**config.mk**
```make
export PLATFORM = sky130hd
export DESIGN_NAME = dma4_regfile
export DESIGN_NICKNAME = d
export VERILOG_FILES = /design/src/rtl/dma4_pkg.sv /design/src/rtl/dma4_chan.sv /design/src/rtl/dma4_ctl.sv /design/src/rtl/dma4_regfile.sv
export SDC_FILE = /design/constraint.sdc
export NUM_CORES = 1
export LEC_CHECK = 0
export ABC_AREA = 1
export BUFFER_PORTS_ARGS = -buffer_cell sky130_fd_sc_hd__buf_2
export CAP_MARGIN = 10
export CORE_MARGIN = 8
export CORE_UTILIZATION = 45
export DETAILED_ROUTE_END_ITERATION = 8
export SYNTH_ARGS = -nofsm -noshare
export SYNTH_HDL_FRONTEND = slang
export SYNTH_SLANG_ARGS = --single-unit
export TNS_END_PERCENT = 1
```
**constraint.sdc**
```tcl
create_clock -name clk -period 6.6 [get_ports clk]
set_input_delay 0.66 -clock clk [delete_from_list [all_inputs] [get_ports clk]]
set_output_delay 0.66 -clock clk [all_outputs]
set_load 0.01 [all_outputs]
```
**src/rtl/dma4_pkg.sv**
```systemverilog
package dma4_pkg;
    localparam int NCH   = 4;
    localparam int CHW   = 2;
    localparam int REGW  = 16;
    localparam int MODEW = 6;
    localparam logic [7:0] CMD_REJECT = 8'hFB;

    typedef struct packed {
        logic [7:0]     cmd;
        logic [NCH-1:0] req;
        logic [NCH-1:0] tc;
        logic [NCH-1:0] mask;
        logic           ff;
        logic           err;
    } ctl_t;
endpackage

```
**src/rtl/dma4_chan.sv**
```systemverilog
module dma4_chan
    import dma4_pkg::*;
#(
    parameter int PW = 8
) (
    input  logic             clk,
    input  logic             rst_n,
    input  logic             wr_base,
    input  logic             hi_byte,
    input  logic             sel_cnt,
    input  logic [7:0]       wdata,
    input  logic             mode_wr,
    input  logic             page_wr,
    input  logic             adv,
    output logic [REGW-1:0]  cur_addr,
    output logic [REGW-1:0]  cur_cnt,
    output logic [PW-1:0]    page,
    output logic [MODEW-1:0] mode,
    output logic             tc_hit
);
    typedef struct packed {
        logic [REGW-1:0]  base_addr;
        logic [REGW-1:0]  base_cnt;
        logic [REGW-1:0]  done;
        logic [MODEW-1:0] mode;
        logic [PW-1:0]    page;
    } chan_t;

    chan_t st_d, st_q;

    always_comb begin
        st_d   = st_q;
        tc_hit = adv && (st_q.done == st_q.base_cnt);
        if (adv) begin
            if (tc_hit && st_q.mode[2]) st_d.done = '0;
            else                        st_d.done = st_q.done + 1'b1;
        end
        if (wr_base) begin
            if (hi_byte) begin
                if (sel_cnt) st_d.base_cnt[15:8]  = wdata;
                else         st_d.base_addr[15:8] = wdata;
                st_d.done = '0;
            end else begin
                if (sel_cnt) st_d.base_cnt[7:0]  = wdata;
                else         st_d.base_addr[7:0] = wdata;
            end
        end
        if (mode_wr) st_d.mode = wdata[7:2];
        if (page_wr) st_d.page = PW'(wdata);
    end

    always_ff @(posedge clk or negedge rst_n) begin
        if (!rst_n) st_q <= '0;
        else        st_q <= st_d;
    end

    assign cur_addr = st_q.base_addr + st_q.done;
    assign cur_cnt  = st_q.base_cnt - st_q.done;
    assign page     = st_q.page;
    assign mode     = st_q.mode;


    reload_clears_chk: assert property (@(posedge clk) disable iff (!rst_n)
        (wr_base && hi_byte) |=> (st_q.done == '0));


    unit_step_chk: assert property (@(posedge clk) disable iff (!rst_n)
        (adv && !(wr_base && hi_byte) && !(st_q.done == st_q.base_cnt && st_q.mode[2]))
        |=> (st_q.done == $past(st_q.done) + 1'b1));
endmodule

```
**src/rtl/dma4_ctl.sv**
```systemverilog
module dma4_ctl
    import dma4_pkg::*;
(
    input  logic           clk,
    input  logic           rst_n,
    input  logic           wr,
    input  logic           rd,
    input  logic           page_sel,
    input  logic [3:0]     idx,
    input  logic [7:0]     wdata,
    input  logic [NCH-1:0] tc_hit,
    output ctl_t           st
);
    ctl_t st_d, st_q;
    logic chan_acc;
    logic ctl_wr;

    always_comb begin
        st_d     = st_q;
        st_d.err = 1'b0;
        st_d.tc  = st_q.tc | tc_hit;
        chan_acc = (wr || rd) && !page_sel && !idx[3];
        ctl_wr   = wr && !page_sel && idx[3];
        if (chan_acc) st_d.ff = !st_q.ff;
        if (ctl_wr) begin
            case (idx[2:0])
                3'd0: begin
                    if ((wdata & CMD_REJECT) != 8'h00) st_d.err = 1'b1;
                    else                               st_d.cmd = wdata;
                end
                3'd1: begin
                    if (wdata[2]) st_d.req[wdata[1:0]] = 1'b1;
                    else begin
                        st_d.req[wdata[1:0]] = 1'b0;
                        st_d.tc[wdata[1:0]]  = 1'b0;
                    end
                end
                3'd2: st_d.mask[wdata[1:0]] = wdata[2];
                3'd4: st_d.ff = 1'b0;
                3'd5: begin
                    st_d.cmd  = '0;
                    st_d.req  = '0;
                    st_d.tc   = '0;
                    st_d.ff   = 1'b0;
                    st_d.mask = '1;
                end
                3'd6: st_d.mask = '0;
                3'd7: st_d.mask = wdata[NCH-1:0];
                default: ;
            endcase
        end
    end

    always_ff @(posedge clk or negedge rst_n) begin
        if (!rst_n) begin
            st_q      <= '0;
            st_q.mask <= '1;
        end else begin
            st_q <= st_d;
        end
    end

    assign st = st_q;


    ptr_toggle_chk: assert property (@(posedge clk) disable iff (!rst_n)
        ((wr || rd) && !page_sel && !idx[3]) |=> (st_q.ff != $past(st_q.ff)));


    cmd_reject_chk: assert property (@(posedge clk) disable iff (!rst_n)
        (wr && !page_sel && idx == 4'h8 && (wdata & CMD_REJECT) != 8'h00)
        |=> (st_q.err && st_q.cmd == $past(st_q.cmd)));


    req_clear_chk: assert property (@(posedge clk) disable iff (!rst_n)
        (wr && !page_sel && idx == 4'h9 && !wdata[2])
        |=> (!st_q.req[$past(wdata[1:0])] && !st_q.tc[$past(wdata[1:0])]));


    master_reset_chk: assert property (@(posedge clk) disable iff (!rst_n)
        (wr && !page_sel && idx == 4'hD)
        |=> (st_q.mask == '1 && !st_q.ff && st_q.req == '0 && st_q.cmd == 8'h00));


    idle_read_chk: assert property (@(posedge clk) disable iff (!rst_n)
        (rd && !wr && !page_sel && idx[3]) |=> $stable(st_q.ff));
endmodule

```
**src/rtl/dma4_regfile.sv**
```systemverilog
module dma4_regfile
    import dma4_pkg::*;
#(
    parameter int PW = 8,
    localparam int XAW = REGW + PW
) (
    input  logic                 clk,
    input  logic                 rst_n,
    input  logic                 bus_wr,
    input  logic                 bus_rd,
    input  logic                 bus_page,
    input  logic [3:0]           bus_idx,
    input  logic [7:0]           bus_wdata,
    output logic [7:0]           bus_rdata,
    input  logic                 xfer_adv,
    input  logic [CHW-1:0]       xfer_chan,
    output logic [XAW-1:0]       xfer_addr,
    output logic [NCH-1:0]       chan_ready,
    output logic [NCH-1:0]       chan_mask,
    output logic [NCH*MODEW-1:0] chan_mode,
    output logic [7:0]           ctl_cmd,
    output logic                 cmd_err
);
    ctl_t            ctl;
    logic [NCH-1:0]  tc_hit;
    logic [REGW-1:0] cur_addr [NCH];
    logic [REGW-1:0] cur_cnt  [NCH];
    logic [PW-1:0]   page     [NCH];

    for (genvar k = 0; k < NCH; k++) begin : g_chan
        logic [MODEW-1:0] mode_k;
        dma4_chan #(.PW(PW)) u_chan (
            .clk      (clk),
            .rst_n    (rst_n),
            .wr_base  (bus_wr && !bus_page && !bus_idx[3] && bus_idx[2:1] == CHW'(k)),
            .hi_byte  (ctl.ff),
            .sel_cnt  (bus_idx[0]),
            .wdata    (bus_wdata),
            .mode_wr  (bus_wr && !bus_page && bus_idx == 4'hB && bus_wdata[1:0] == CHW'(k)),
            .page_wr  (bus_wr && bus_page && bus_idx[1:0] == CHW'(k)),
            .adv      (xfer_adv && xfer_chan == CHW'(k)),
            .cur_addr (cur_addr[k]),
            .cur_cnt  (cur_cnt[k]),
            .page     (page[k]),
            .mode     (mode_k),
            .tc_hit   (tc_hit[k])
        );
        assign chan_mode[k*MODEW +: MODEW] = mode_k;
    end

    dma4_ctl u_ctl (
        .clk      (clk),
        .rst_n    (rst_n),
        .wr       (bus_wr),
        .rd       (bus_rd),
        .page_sel (bus_page),
        .idx      (bus_idx),
        .wdata    (bus_wdata),
        .tc_hit   (tc_hit),
        .st       (ctl)
    );

    logic [REGW-1:0] sel_word;

    always_comb begin
        sel_word  = bus_idx[0] ? cur_cnt[bus_idx[2:1]] : cur_addr[bus_idx[2:1]];
        bus_rdata = 8'hFF;
        if (bus_page) begin
            bus_rdata = 8'(page[bus_idx[1:0]]);
        end else if (!bus_idx[3]) begin
            bus_rdata = ctl.ff ? sel_word[15:8] : sel_word[7:0];
        end else if (bus_idx == 4'h8) begin
            bus_rdata = {ctl.req, ctl.tc};
        end else if (bus_idx == 4'hF) begin
            bus_rdata = {4'h0, ctl.mask};
        end
    end

    assign xfer_addr  = {page[xfer_chan], cur_addr[xfer_chan]};
    assign chan_ready = ctl.req & ~ctl.mask;
    assign chan_mask  = ctl.mask;
    assign ctl_cmd    = ctl.cmd;
    assign cmd_err    = ctl.err;


    ready_gate_chk: assert property (@(posedge clk) disable iff (!rst_n)
        (chan_ready & chan_mask) == '0);
endmodule

```
==> impl_metrics.tcl, run 1 <==
set metrics [dict create \
    hpwl_um 60300 \
    syn_nets 3185 \
    critPathCaptureType "output port" \
    synth_top_area_cell "dfrtp_1" \
    grt_overflow 0 \
    synth_edf_count 0 \
    synthFlopType "dfrtp_1" \
    p_leak_nw 12.1 \
    first_iter_violations 1701 \
    powerDensity_mw_per_mm2 438 \
    crit_family "simple AND/OR/NAND/NOR gates" \
    die_y_um 229 \
    path_cells "buf_2, nor2_1, inv_1, nor2_1, inv_1, nor2_1, inv_1, o31ai_1, a21oi_1, nand2_1, nand2_1, buf_2" \
    synth_area_leaders "dfrtp_1 (33%), nand2_1 (19%), ha_1 (7.6%)" \
    grt_pass1_wl_um 117000 \
    h-tree-depth 2 \
    crit_arrival_ps 4050 \
    fin_worst_skew_ps 38.8 \
    min_period_ps 4710 \
    slowest_delay_ps 1070 \
    avgSynthCellArea_um2 6.71 \
    yosysUniqueCellTypes 55 \
    antenna_left 0 \
    async_flop_share_pct 100 \
    drive_gt1_share_pct 7.43 \
    area_growth_syn_to_layout_pct 9.75 \
    ctsLongestPathBuffers 3 \
    diodes 0 \
    fp-row-count 78 \
    post-route-period-util_pct 71.4 \
    cts_tree "built" \
    first_pass_iters 6 \
    synth-seq-cells 270 \
    cpMaxStageDelayCell "nor2_1" \
    cts-buffers-inserted 34 \
    netlist_instances 3033 \
    nNetsFinal 3221 \
    synth_adder_area_share_pct 8.41 \
    coreArea_mm2 0.0450 \
    fillers 4664 \
    routedWlPerCell_um 21.1 \
    synth_top_family_by_area "simple AND/OR/NAND/NOR gates" \
    clock.fmax_ghz 0.212 \
    clockRootBuffer "clkbuf_16" \
    rrSetupSlack_ps 3460 \
    setup_violations 0 \
    routabilityCongestion 1.06 \
    start_util_pct 45.3 \
    synth-warning-count 0 \
    die_area_mm2 0.0523 \
    drt-vias-per-instance 5.49 \
    vdd_drop_max_mv 0.255 \
    maxCapViolCount 0 \
    cp_max_fo 24 \
    rsz0062_at_grt "false" \
    synth_simple_gate_area_share_pct 33.4 \
    die_w_um 229 \
    grt_pass1_vias 19000 \
    fin_setup_tns_ps 0 \
    synth-xor-area-share_pct 1.94 \
    ioPinCount 93 \
    hold_viol 0 \
    ctsResizeCount 0 \
    slew_violations 0 \
    relSlewSlack_pct 13.2 \
    power_mw 9.78 \
    track_usage_pct 28.9 \
    post-route-drc-count 0 \
    grt_max_degree 147 \
    cts.sinks 270 \
    dr_total_vias 20300 \
    yosysTopAreaCellShare_pct 32.7 \
    startpoint_type "input pin" \
    worst_pin_slew_ps 1300 \
    clock_latency_ps 560 \
    outcome "finished clean" \
    hp-class "input pin to async pin" \
    synth-seq-area-share_pct 33.2 \
    antenna_found_initial 1 \
    synth_area_mm2 0.0204 \
    required_ps 5940 \
    numPortBuffers 92 \
    synth-compound-area-share_pct 12.6 \
    worstSetupPathType "input pin to output port" \
    synthMuxAreaShare_pct 0 \
    ctsHoldBuffers 0 \
    path_buf_inv 5 \
    wl_um 77800 \
    post_cts_buffers 0 \
    cts.clk_slew.worst_paths_ps 60 \
]
## synth_stat cells, types with 3 or more instances
library cell,n
nand2_1,1009
inv_1,410
dfrtp_1,266
o21ai_0,230
nand3_1,219
nor2_1,180
a21oi_1,147
ha_1,124
clkbuf_1,62
nor3_1,46
nand4_1,39
buf_4,36
xor2_1,36
a22oi_1,34
nand3b_1,23
or2_2,18
and2_1,9
xnor2_1,9
a221oi_1,8
a31oi_1,8
fa_1,8
inv_2,8
nor3b_1,8
buf_1,6
nand2_2,6
nor2_4,6
nor3_2,6
o22ai_1,6
buf_2,5
clkinv_1,5
nor2_2,5
o221ai_1,5
a211oi_1,4
dfstp_2,4
o211ai_1,4
nand3_2,3
o2111ai_1,3
o21ai_1,3
o21bai_1,3
## worst paths after layout
check                                           from                         to  cells after the start
setup / recovery                          bus_idx[1]               bus_rdata[5]                     12
hold / removal                                 rst_n  g_chan[0].u_chan.st_q[55]                      1
setup reg to reg           g_chan[0].u_chan.st_q[25]  g_chan[0].u_chan.st_q[29]                     12
hold reg to reg             g_chan[2].u_chan.mode[4]   g_chan[2].u_chan.mode[4]                      2
max in group asynchronous                      rst_n  g_chan[3].u_chan.st_q[35]                      2
min in group clk                        bus_wdata[3]   g_chan[3].u_chan.page[3]                      3
## cell type report
| class | count | area, um^2 | area share, % |
|---|---|---|---|
| inverter | 423 | 1590 | 7.11 |
| clock buffer | 46 | 987 | 4.42 |
| clock inverter | 15 | 188 | 0.840 |
| sequential | 270 | 6760 | 30.3 |
| multi-input combinational | 2231 | 11500 | 51.3 |
| tap | 600 | 751 | 3.36 |
| timing repair buffer | 109 | 611 | 2.73 |
## cells in the final DEF (no fill, tap or decap), drive strengths merged, types with 5 or more instances in the layout
cell type	count
fa	8
inv	417
a31oi	8
nor3	54
nand3b	23
and2	9
dfrtp	266
ha	124
nor2	192
xor2	36
xnor2	9
clkbuf	46
o21ai	233
a21oi	147
a22oi	34
buf	109
nand4	39
clkinv	15
o22ai	6
or2	19
nand3	222
nand2	1017
o221ai	5
nor3b	8
a221oi	8
## layer usage
metal	vias to the layer above	routed length [um]	GRT usage [%]
li1	9841	-	-
met1	9623	35000	39.5
met2	696	35100	46.5
met3	134	5010	4.22
met4	2	2640	9.65
met5	-	11	0
## flip-flops by register name (all words and copies together) (netlist names), named ones only
signal / count
g_chan.u_chan.page: 32
g_chan.u_chan.mode: 24
g_chan.u_chan.st_q: 192
u_ctl.st: 18
## power by group
group | total, mW | internal (mW) | leakage, nW | switching [mW]
clock | 1.96 | 1.18 | 0.571 | 0.784
combinational | 5.32 | 1.69 | 8.00 | 3.63
sequential | 2.51 | 2.08 | 3.50 | 0.428
## kinds of logic (layout without fill, tap and decap cells)
logic type / after synthesis / after routing
buffers and inverters: 532 / 593
adders and majority gates: 132 / 132
AOI/OAI and AO/OA: 465 / 465
DFF: 270 / 270
and+or+nand+nor: 1589 / 1589
xor gates and xnor gates: 45 / 45
## metrics by stage
| step | cell area (um^2) | util, % | std cells | worst slack [ps] | hold slack (ps) |
|---|---|---|---|---|---|
| 2_1_floorplan | 20400 | - | 3033 | 3830 | 364 |
| 3_3_place_gp | 21200 | 47.1 | 3633 | 2170 | 463 |
| 6_report | 22300 | 49.7 | 3694 | 1890 | 28.4 |
| 3_5_place_dp | 21200 | 47.1 | 3633 | 2040 | 468 |
| 5_1_grt | 22300 | 49.7 | 3694 | 1750 | 47.7 |
| 4_1_cts | 22300 | 49.7 | 3694 | 2020 | 23.5 |
## worst register-to-register path: cells and delay by family, from the launching register on
family	cells	cell delay [ps]
fa+ha+maj	1	410
simple gates	7	1760
flops	1	430
compound gates	2	210
buf+inv	2	220
No activity file was read; power rests on OpenSTA's default activity.
==> inputs of run 2 (changes only) <==
==> constraint.sdc (replaced) <==
create_clock -name clk -period 4.8 [get_ports clk]
set_input_delay 0.48 -clock clk [delete_from_list [all_inputs] [get_ports clk]]
set_output_delay 0.48 -clock clk [all_outputs]
set_load 0.01 [all_outputs]
==> run 2 against run 1 <==
Against the previous run:
- first-iteration DRC count grew 23%
- critical path depth shrank 2
- critical endpoint is now bus_rdata[1]
- count of clock-buffer cells in the layout shrank 1
- highest routed layer unchanged
==> impl_metrics.tcl, run 2 (synthesized netlist as in run 1, its figures left out) <==
set metrics [dict create \
    maxCapViolCount 0 \
    routedWlPerCell_um 21.2 \
    fp-row-count 78 \
    cts-buffers-inserted 34 \
    largest_reg_flops 192 \
    layout_commonest_cell "nand2_1" \
    ctsLongestPathBuffers 3 \
    first_pass_iters 5 \
    grt_overflow 0 \
    coreArea_mm2 0.0450 \
    cp_max_fo 6 \
    fin_setup_tns_ps 0 \
    wl_um 78300 \
    track_usage_pct 29.3 \
    preCtsSetupSlack_ps 1490 \
    start_util_pct 45.3 \
    layout_common_cells "nand2_1 (1009), inv_1 (410), dfrtp_1 (266)" \
    cts.clk_slew.worst_paths_ps 60 \
    dr_total_vias 20500 \
    layout.cells.non_filler 3700 \
    placed_cells 3639 \
    place_area_mm2 0.0212 \
    relSlewSlack_pct 33.7 \
    whs_ps 203 \
    nNetsFinal 3228 \
    diodes 0 \
    regMostFlops "g_chan.u_chan.st_q" \
    startpoint_type "flop" \
    first_iter_violations 2097 \
    hpwl_um 60200 \
    routabilityCongestion 1.08 \
    fin_worst_skew_ps 9.54 \
    die_y_um 229 \
    required_ps 4320 \
    numPortBuffers 92 \
    die_w_um 229 \
    cts.sinks 270 \
    area_growth_syn_to_layout_pct 9.94 \
    drive_gt1_share_pct 7.52 \
    antenna_left 0 \
    vdd_drop_max_mv 0.320 \
    final_area_mm2 0.0224 \
    power_mw 13.4 \
    antenna_found_initial 2 \
    hold_viol 0 \
    crit_arrival_ps 3470 \
    rsz0062_at_grt "false" \
    p_leak_nw 12.1 \
    hp-class "input pin to flop" \
    h-tree-depth 2 \
    clockRootBuffer "clkbuf_16" \
    worst_slack_ps 846 \
    post-route-drc-count 0 \
    clock_latency_ps 550 \
    grt_max_degree 100 \
    min_period_ps 3950 \
    powerDensity_mw_per_mm2 597 \
    worst_pin_slew_ps 991 \
    ioPinCount 93 \
    grt_pass1_wl_um 119000 \
    setup_violations 0 \
    post-route-util_pct 49.8 \
    worstSetupPathType "flop to output port" \
    outcome "finished clean" \
    slew_violations 0 \
    post-route-period-util_pct 82.4 \
    cts_tree "built" \
    die_area_mm2 0.0523 \
    critPathCaptureType "output port" \
    clock.fmax_ghz 0.253 \
    drt-vias-per-instance 5.54 \
    grt_pass1_vias 19200 \
]
==> run 2: changes by cell type in the layout (fill, tap and decap cells not counted), sizes merged <==
| cell | before | now |
|---|---|---|
| bufinv | 3 | 4 |
| clkinvlp | 3 | 2 |
| inv | 417 | 420 |
| dlygate4sd3 | 0 | 1 |
| clkinv | 15 | 12 |
| clkbuf | 46 | 45 |
| buf | 109 | 115 |
==> run 2: repair_timing <==
item                                   4_1_cts  5_1_grt
setup endpoints to repair                    0        0
setup buffers                                0        0
endpoints found under the hold margin       25        0
resized for setup                            0        0
hold buffers                                 1        0
==> run 2: cell type report <==
cell class,count,area [um^2]
Clock buffer,45,953
Clock inverter,15,191
Fill cell,4611,22600
Inverter,423,1590
Multi-Input combinational cell,2231,11500
Sequential cell,270,6760
Tap cell,600,751
Timing Repair Buffer,116,678
==> run 2: critical path: stages, from the launching register on <==
cell and delay [ps]:
dfrtp_1 460, ha_1 270, fa_1 610, nor2_1 70, o21ai_0 420, o221ai_1 310
a221oi_1 370, nand2_1 140, nand2_1 70, nand2_1 60, buf_2 140
==> run 2: power by group <==
group	switching [mW]	internal (mW)
registers	0.590	2.86
clock network	1.08	1.62
logic	4.89	2.32
==> run 2: path summary, 6_finish.rpt <==
path	startpoint	to	slack, ps	cells after the start
min in group asynchronous	rst_n	g_chan[1].u_chan.st_q[26]	520	2
max	g_chan[2].u_chan.st_q[14]	bus_rdata[1]	850	10
max in group asynchronous	rst_n	async pin	3210	3
min	bus_wdata[4]	g_chan[3].u_chan.page[4]	200	3
max reg2reg	g_chan[0].u_chan.st_q[25]	g_chan[0].u_chan.st_q[29]	1710	12
min reg2reg	g_chan[3].u_chan.mode[5]	g_chan[3].u_chan.mode[5]	480	2
==> run 2: metal layers <==
metal	up-vias	global-route usage (%)	part of all wire [%]
li1	9855	-	-
met1	9738	40.4	44
met2	763	46.2	45
met3	146	4.42	6.9
met4	4	10.7	3.8
met5	-	0	0.040
==> inputs of run 3 (changes only) <==
==> constraint.sdc (replaced) <==
create_clock -name clk -period 4 [get_ports clk]
set_input_delay 0.4 -clock clk [delete_from_list [all_inputs] [get_ports clk]]
set_output_delay 0.4 -clock clk [all_outputs]
set_load 0.01 [all_outputs]
==> run 3 against run 2 <==
Against the previous run:
- utilization is 0.15 points higher
- final cell count is 0.24% higher
- sequential power up 19%
- power is 18% higher
- critical path depth increased by 5
- count of clock-buffer cells in the layout shrank 3
- sequential share of layout area is 0.093 points lower
- critical path type unchanged
==> impl_metrics.tcl, run 3 (synthesized netlist as in run 1, its figures left out) <==
set metrics [dict create \
    outcome "finished clean" \
    nNetsFinal 3242 \
    area_growth_syn_to_layout_pct 10.3 \
    dr_total_vias 20300 \
    cellInternalPower_mw 8.10 \
    fin_setup_tns_ps 0 \
    die_area_mm2 0.0523 \
    p_sw_share_pct 48.7 \
    seq_area_mm2 0.00676 \
    hold_path_depth 3 \
    crit_arrival_ps 3380 \
    path_cells "ha_1, fa_1, nand2_1, nand2_1, and2_1, a21oi_1, xor2_1, nand2_1, nand3_1, nand3_1, nand3_1, nand2_1, nand2_1, nand2_1, buf_2" \
    regMostFlops "g_chan.u_chan.st_q" \
    cts_tree "built" \
    grt_overflow 0 \
    worstSetupStartpoint "g_chan[1].u_chan.st_q[14]" \
    p_switching_mw 7.70 \
    relSlewSlack_pct 33.9 \
    slowest_delay_ps 450 \
    layout_common_cells "nand2_1 (1009), inv_1 (410), dfrtp_1 (266)" \
    rsz0062_at_grt "false" \
    pwr-share-clk_pct 19.9 \
    drt-vias-per-instance 5.48 \
    worst_pin_slew_ps 987 \
    cts.clk_slew.worst_paths_ps 60 \
    antenna_found_initial 2 \
    antenna_left 0 \
    cpMostUsedCell "nand2_1" \
    slew_violations 0 \
    h-tree-depth 2 \
    post-route-drc-count 0 \
    hold_viol 0 \
    diodes 0 \
    multi_input_area_mm2 0.0115 \
    drive_gt1_share_pct 7.88 \
    start_util_pct 45.3 \
    numPortBuffers 92 \
    r2r-start "g_chan[0].u_chan.st_q[25]" \
    first_iter_violations 1811 \
    cts-buffers-inserted 35 \
    cp_max_fo 6 \
    die_w_um 229 \
    required_ps 3600 \
    power_mw 15.8 \
    track_usage_pct 28.7 \
    largest_reg_flops 192 \
    layout_commonest_cell "nand2_1" \
    hpwl_um 59400 \
    min_period_ps 3780 \
    clock.fmax_ghz 0.264 \
    critPathCaptureType "output port" \
    post_cts_buffers 0 \
    die_y_um 229 \
    p_comb_share_pct 54.0 \
    wl_um 76300 \
    coreArea_mm2 0.0450 \
    min_from "bus_wdata[3]" \
    clock_latency_ps 540 \
    grt_max_degree 88 \
    maxCapViolCount 0 \
    r2r_cells 12 \
    cpMaxStageDelayCell "dfrtp_1" \
    grt_pass1_vias 19100 \
    fillers 4637 \
    routedWlPerCell_um 20.6 \
    setup_violations 0 \
    cts.sinks 270 \
    p_leak_nw 12.1 \
    ioPinCount 93 \
    post-route-period-util_pct 94.6 \
    fin_worst_skew_ps 13.6 \
    ctsLongestPathBuffers 3 \
    routabilityCongestion 1.08 \
    startpoint_type "flop" \
    grt_pass1_wl_um 116000 \
    pwr-share-seq_pct 26.0 \
    first_pass_iters 6 \
    vdd_drop_max_mv 0.358 \
    powerDensity_mw_per_mm2 703 \
    fp-row-count 78 \
    clockRootBuffer "clkbuf_16" \
    worstSetupPathType "flop to output port" \
    hp-class "input pin to flop" \
]
==> run 3: final timing paths <==
path	to	slack, ps
worst max-delay path	bus_rdata[0]	220
worst min-delay path	g_chan[3].u_chan.page[3]	120
worst max register to register	g_chan[0].u_chan.st_q[29]	930
worst min register to register	g_chan[2].u_chan.mode[3]	480
max in group asynchronous	async pin	2510
min in group asynchronous	g_chan[1].u_chan.st_q[23]	450
==> run 3: metrics by stage <==
| step | util [%] | hold slack (ps) | cell area (um^2) | instances | setup WS (ps) |
|---|---|---|---|---|---|
| 2_1_floorplan | - | 104 | 20400 | 3033 | 1490 |
| 3_3_place_gp | 47.4 | 462 | 21300 | 3652 | 747 |
| 3_5_place_dp | 47.4 | 468 | 21300 | 3652 | 783 |
| 4_1_cts | 49.9 | 98.4 | 22500 | 3709 | 192 |
| 5_1_grt | 49.9 | 113 | 22500 | 3709 | 4.03 |
| 6_report | 49.9 | 118 | 22500 | 3709 | 218 |
==> run 3: power groups by stage <==
stage,Sequential [mW],Combinational [mW],Clock [mW]
after floorplan,3.89,5.78,0
after global placement,4.12,8.33,0
after detailed placement,4.14,8.37,0
after CTS,4.10,8.42,3.21
after global routing,4.20,9.53,3.31
final,4.11,8.53,3.15
==> run 3: per-layer routing <==
layer	track usage, %	vias up	wire (um)
met1	38.2	9469	33000
met2	44.6	758	33400
met3	5.34	186	5710
li1	-	9894	-
met4	13.7	2	4120
met5	0	-	16
==> run 3: repair_timing <==
item,in CTS,in global routing
setup endpoints to repair,0,1
hold buffers,1,0
resized for setup,0,1
hold endpoints to repair,83,0
==> run 3: critical path: cells and delay by family, from the launching register on <==
kind | cells | cell delay (ps)
buf+inv | 1 | 130
flops | 1 | 450
compound gates | 1 | 160
simple gates | 10 | 1040
fa+ha+maj | 2 | 680
xor+xnor | 1 | 370
==> run 3: layout make-up <==
type / instances / area share (%)
inverter: 423 / 7.07
clock inverter: 14 / 0.708
clock buffer: 42 / 4.25
tap: 600 / 3.34
timing repair buffer: 129 / 3.45
multi-input combinational: 2231 / 51.1
sequential: 270 / 30.1
